===== src/rtl/seqr_pkg.sv =====
`timescale 1ns/1ps
package seqr_pkg;

  localparam int PROF_JUMP    = 0;
  localparam int PROF_PATTERN = 1;

  // successor of a code; sel is the select vector value, only bit 0 matters
  function automatic int next_code(int prof, int sel, int code);
    int r;
    r = 0;
    if (prof == PROF_PATTERN) begin
      if ((sel % 2) == 1 && code == 2)      r = 4;
      else if ((sel % 2) == 1 && code == 4) r = 1;
      else if (code <= 4)                   r = code + 1;
      else                                  r = 0;
    end else begin
      if (code <= 5)                     r = code + 1;
      else if (code == 6)                r = 10;
      else if (code >= 10 && code <= 14) r = code + 1;
      else                               r = 0;
    end
    return r;
  endfunction

  function automatic int out_code(int prof, int code);
    int r;
    r = 0;
    if (prof == PROF_PATTERN) begin
      case (code)
        1, 2:    r = 1;
        3:       r = 3;
        4, 5:    r = 2;
        default: r = 0;
      endcase
    end else begin
      r = code % 4;
    end
    return r;
  endfunction

  function automatic bit legal_code(int prof, int code);
    if (prof == PROF_PATTERN) return code <= 5;
    return (code <= 6) || (code >= 10);
  endfunction

endpackage


===== src/rtl/seqr_table.sv =====
`timescale 1ns/1ps
module seqr_table #(
  parameter int STATE_W = 4,
  parameter int IN_W    = 2,
  parameter int OUT_W   = 2,
  parameter int PROFILE = 1
) (
  input  logic [IN_W-1:0]    sel,
  input  logic [STATE_W-1:0] cur,
  output logic [STATE_W-1:0] nxt,
  output logic [OUT_W-1:0]   nxt_out
);
  localparam int ADDR_W = IN_W + STATE_W;
  localparam int DEPTH  = 1 << ADDR_W;
  localparam int CODES  = 1 << STATE_W;

  logic [STATE_W-1:0] next_rom [DEPTH];
  logic [OUT_W-1:0]   out_rom  [CODES];
  logic [ADDR_W-1:0]  addr;

  // successor table, one entry per {select, state} pair
  for (genvar a = 0; a < DEPTH; a++) begin : g_next
    assign next_rom[a] = STATE_W'(seqr_pkg::next_code(PROFILE, a / CODES, a % CODES));
  end

  // output decode, one entry per state code
  for (genvar c = 0; c < CODES; c++) begin : g_out
    assign out_rom[c] = OUT_W'(seqr_pkg::out_code(PROFILE, c));
  end

  assign addr    = {sel, cur};
  assign nxt     = next_rom[addr];
  assign nxt_out = out_rom[nxt];

endmodule


===== src/rtl/seqr_state_reg.sv =====
`timescale 1ns/1ps
module seqr_state_reg #(
  parameter int               STATE_W = 4,
  parameter int               OUT_W   = 2,
  parameter logic [OUT_W-1:0] RST_OUT = '0
) (
  input  logic               clk,
  input  logic               rst,
  input  logic               en,
  input  logic [STATE_W-1:0] load_code,
  input  logic [OUT_W-1:0]   load_out,
  output logic [STATE_W-1:0] state_q,
  output logic [OUT_W-1:0]   out_q
);

  always_ff @(posedge clk) begin
    if (rst) begin
      state_q <= '0;
      out_q   <= RST_OUT;
    end else if (en) begin
      state_q <= load_code;
      out_q   <= load_out;
    end
  end

  // a disabled edge changes nothing
  p_hold_r2: assert property (@(posedge clk) disable iff (rst)
    !en |=> ($stable(state_q) && $stable(out_q)));

  // an enabled edge takes the table word
  p_load_r3: assert property (@(posedge clk) disable iff (rst)
    en |=> state_q == $past(load_code));

  // the output register tracks the decode of the loaded code
  p_out_follows_r8: assert property (@(posedge clk) disable iff (rst)
    en |=> out_q == $past(load_out));

endmodule


===== src/rtl/seqr_rom_sequencer.sv =====
`timescale 1ns/1ps
module seqr_rom_sequencer #(
  parameter int STATE_W = 4,
  parameter int IN_W    = 2,
  parameter int OUT_W   = 2,
  parameter int PROFILE = 1
) (
  input  logic               clk,
  input  logic               rst,
  input  logic               en,
  input  logic [IN_W-1:0]    sel_in,
  output logic [STATE_W-1:0] state,
  output logic [OUT_W-1:0]   out_word
);
  localparam logic [OUT_W-1:0] RST_OUT = OUT_W'(seqr_pkg::out_code(PROFILE, 0));

  logic [STATE_W-1:0] nxt;
  logic [OUT_W-1:0]   nxt_out;

  seqr_table #(
    .STATE_W(STATE_W), .IN_W(IN_W), .OUT_W(OUT_W), .PROFILE(PROFILE)
  ) u_table (
    .sel(sel_in), .cur(state), .nxt(nxt), .nxt_out(nxt_out)
  );

  seqr_state_reg #(
    .STATE_W(STATE_W), .OUT_W(OUT_W), .RST_OUT(RST_OUT)
  ) u_reg (
    .clk(clk), .rst(rst), .en(en),
    .load_code(nxt), .load_out(nxt_out),
    .state_q(state), .out_q(out_word)
  );

  // an outside code returns to 0 after one enabled edge
  p_recover_r7: assert property (@(posedge clk) disable iff (rst)
    (en && !seqr_pkg::legal_code(PROFILE, int'(state))) |=> state == '0);

  // a legal code never leads outside the cycle
  p_stay_legal_r6: assert property (@(posedge clk) disable iff (rst)
    (en && seqr_pkg::legal_code(PROFILE, int'(state)))
      |=> seqr_pkg::legal_code(PROFILE, int'(state)));

endmodule


===== config.mk =====
export PLATFORM = sky130hd
export DESIGN_NAME = seqr_rom_sequencer
export DESIGN_NICKNAME = d
export VERILOG_FILES = /design/src/rtl/seqr_pkg.sv /design/src/rtl/seqr_table.sv /design/src/rtl/seqr_state_reg.sv /design/src/rtl/seqr_rom_sequencer.sv
export SDC_FILE = /design/constraint.sdc
export NUM_CORES = 1
export LEC_CHECK = 0
export CORE_AREA = 3 3 40 42
export CTS_CLUSTER_DIAMETER = 40
export DETAILED_ROUTE_END_ITERATION = 16
export DIE_AREA = 0 0 43 45
export PLACE_DENSITY = 0.52
export RECOVER_POWER = 25
export SYNTH_ARGS = -nofsm -noshare
export SYNTH_HDL_FRONTEND = slang
export SYNTH_SLANG_ARGS = --single-unit

===== constraint.sdc =====
create_clock -name clk -period 1.9 [get_ports clk]
set_input_delay 0.19 -clock clk [delete_from_list [all_inputs] [get_ports clk]]
set_output_delay 0.19 -clock clk [all_outputs]
set_load 0.02 [all_outputs]

==> results.sh <==
export IMPL_clk_path_buf_depth=2
export IMPL_synth_area_sq_um=292.8
export IMPL_min_path_cells=2
export IMPL_reg2reg_from="u_reg.state_q[0]$_SDFFE_PP0P_"
export IMPL_fp_dieArea_sq_um=1935
export IMPL_grt_pass1_wl_um=876
export IMPL_place_congestion=0.5823
export IMPL_yosys_warnings=0
export IMPL_drtAntennaViolNets=0
export IMPL_insertedDiodeCount=0
export IMPL_clk_latency_ns=0.25
export IMPL_period_share_pct=82.13
export IMPL_synth_edf_count=0
export IMPL_totalPowerFinal_mw=0.3303
export IMPL_status="complete, no violations"
export IMPL_ys_seq_elements=5
export IMPL_max_freq_ghz=0.6409
export IMPL_vdd_drop_max_v=0.0002904
export IMPL_hold_viol=0
export IMPL_yosys_area_share_simple_pct=14.53
export IMPL_place_ws_ns=0.2150
export IMPL_synthArstFlopShare_pct=0
export IMPL_wl_per_cell_um=9.190
export IMPL_antenna_found_initial=0
export IMPL_r2r_cells=6
export IMPL_num_rows=13
export IMPL_hold_buffers=0
export IMPL_cts_root_buf="clkbuf_4"
export IMPL_via_per_inst=3.966
export IMPL_synthTopCellsByCount="dfxtp_1, mux2i_1, nor2_1, ha_1, inv_1"
export IMPL_p_leak_nw=0.1623
export IMPL_min_path_type="reg2reg"
export IMPL_wl_um=533
export IMPL_placed_cell_area_sq_um=380.4
export IMPL_synth_xor_area_share_pct=0
export IMPL_avgSynthCellArea_sq_um=8.872
export IMPL_synth_top_area_cell="dfxtp_1"
export IMPL_yosys_top_cells_area="dfxtp_1, mux2i_1, ha_1"
export IMPL_die_h_um=45
export IMPL_clkTransAtPathRegs_ns=0.05
export IMPL_r2r_slack_ns=0.34
export IMPL_synth_mux_area_fraction_pct=13.68
export IMPL_seq_area_sq_um=100.1
export IMPL_worst_slack_ns=0.3396
export IMPL_synth_top_family_by_area="compound AO/OA/AOI/OAI gates"
export IMPL_cts_buffers=3
export IMPL_htreeDepth=1
export IMPL_multi_input_area_sq_um=173.9
export IMPL_power_density_nw_per_um2=812.2
export IMPL_slew_viol_final=0
export IMPL_hold_end="u_reg.out_q[0]$_SDFFE_PP0P_"
export IMPL_start_util_pct=22.78
export IMPL_cts_sinks=5
export IMPL_arrival_ns=1.71
export IMPL_synth_compound_area_share_pct=17.09
export IMPL_tritoncts="yes"
export IMPL_critPathRequiredTime_ns=2.05
export IMPL_core_area_sq_um=1285
export IMPL_fin_nets=52
export IMPL_drive_gt1_share_pct=9.302
export IMPL_crit_fanout=6
export IMPL_drc=0
export IMPL_post_dp_hpwl_um=373.1
export IMPL_fin_crit_ns=1.560
export IMPL_cp_end_kind="flop"
export IMPL_crit_type="reg2reg"
export IMPL_setup_violations=0
export IMPL_io_buffers=8
export IMPL_postLayoutCellArea_sq_um=406.6
export IMPL_grt_setup_unrepaired="no"
export IMPL_drtPass1Iterations=2
export IMPL_synthAdderAreaFrac_pct=12.82
export IMPL_vias=230
export IMPL_grt_max_degree=9
export IMPL_tns_ns=0
export IMPL_seq_area_frac_synth_pct=34.19
export IMPL_yosys_cell_count_top_type="dfxtp_1"
export IMPL_grtUsageTotal_pct=6.250
export IMPL_synth_cell_types=20
export IMPL_grt_pass1_vias=208
export IMPL_finalClockSkew_ns=0.004580
export IMPL_post_cts_resized=0
export IMPL_synth_top_area_share_pct=34.19
export IMPL_critPathLaunchType="flop"
export IMPL_dieWidth_um=43
export IMPL_worstReg2RegEnd="u_reg.out_q[1]$_SDFFE_PP0P_"
export IMPL_synthCells=33
export IMPL_grt_remaining_overflow=0
export IMPL_area_growth_pct=38.89
export IMPL_synth_fp_nets=41
export IMPL_cts_setup_buffers=0
export IMPL_drt_iter0_markers=3
export IMPL_io_pins=11
export IMPL_n_fill_cell=131
export IMPL_hp_start="u_reg.out_q[0]$_SDFFE_PP0P_"
export IMPL_max_cap_viol_count=0
export IMPL_synth_ff_type="dfxtp_1"
## placed cells by master (no fill, tap or decap), drive strengths merged
cell type	netlist	layout
nand3	1	1
o21ai	1	1
a21oi	1	1
inv	2	2
mux2i	4	4
clkbuf	1	4
o31ai	1	1
or2	1	1
ha	3	3
nand2b	1	1
dfxtp	5	5
clkdlybuf4s50	0	8
a211oi	1	1
conb	1	1
a311oi	1	1
o211ai	1	1
o22a	1	1
nor2	5	5
nand2	1	1
## worst max path at each step
stage / startpoint / endpoint / slack [ns] / cells after the start
finish: u_reg.state_q[0]$_SDFFE_PP0P_ / u_reg.out_q[1]$_SDFFE_PP0P_ / 0.34 / 6
global route: u_reg.state_q[0]$_SDFFE_PP0P_ / u_reg.out_q[1]$_SDFFE_PP0P_ / 0.23 / 6
CTS: u_reg.state_q[0]$_SDFFE_PP0P_ / u_reg.out_q[1]$_SDFFE_PP0P_ / 0.33 / 6
detailed placement: sel_in[0] / u_reg.out_q[1]$_SDFFE_PP0P_ / 0.22 / 5
global placement: sel_in[0] / u_reg.out_q[1]$_SDFFE_PP0P_ / 0.20 / 5
floorplan: u_reg.state_q[0]$_SDFFE_PP0P_ / u_reg.out_q[1]$_SDFFE_PP0P_ / 0.33 / 6
## through the flow
stage,util [%],hold WS (ns),std cells
floorplan,-,0.2591,33
global placement,29.60,0.4635,54
detailed placement,29.60,0.4650,54
CTS,31.65,0.4771,58
global route,31.65,0.5032,58
finish,31.65,0.4715,58
## worst max-delay path, stage by stage, from the launching register on
cell and delay [ns]:
dfxtp_1 0.43, inv_1 0.07, ha_1 0.29, mux2i_1 0.16, nor2_2 0.07, or2_0 0.20
a311oi_1 0.26
## sequential cells by signal, indices dropped and copies added (netlist names)
signal	cells
u_reg.out_q	2
u_reg.state_q	3
## cell type report
type                            count  share of cell area [%]
Tap cell                           15                   4.615
Inverter                            2                   1.846
Clock buffer                        4                   6.462
Multi-Input combinational cell     24                   42.77
Sequential cell                     5                   24.62
Timing Repair Buffer                8                   19.69
## cell families after synthesis
logic type,count (synthesis)
other,1
AO/OA/AOI/OAI,7
flip-flops,5
adder cells (fa/ha/maj),3
buffers and inverters,4
multiplexers,4
AND/OR/NAND/NOR,9
## report_power, final
| part | total (mW) | internal, mW | leakage (nW) | switching [mW] |
|---|---|---|---|---|
| combinational | 0.0783 | 0.0382 | 0.106 | 0.0401 |
| clock | 0.128 | 0.0797 | 0.0150 | 0.0487 |
| sequential | 0.124 | 0.114 | 0.0412 | 0.00947 |
| total | 0.330 | 0.232 | 0.162 | 0.0983 |
## metal layers
metal	share of wire, %	vias to the layer above	global-route usage, %	wire length [um]
li1	-	134	-	-
met1	59	89	9.662	312
met2	35	7	6.886	187
met3	6.2	0	3.586	33
met4	0	0	1.807	0
met5	0	-	0	0
Power figures use the tool's default switching activity.
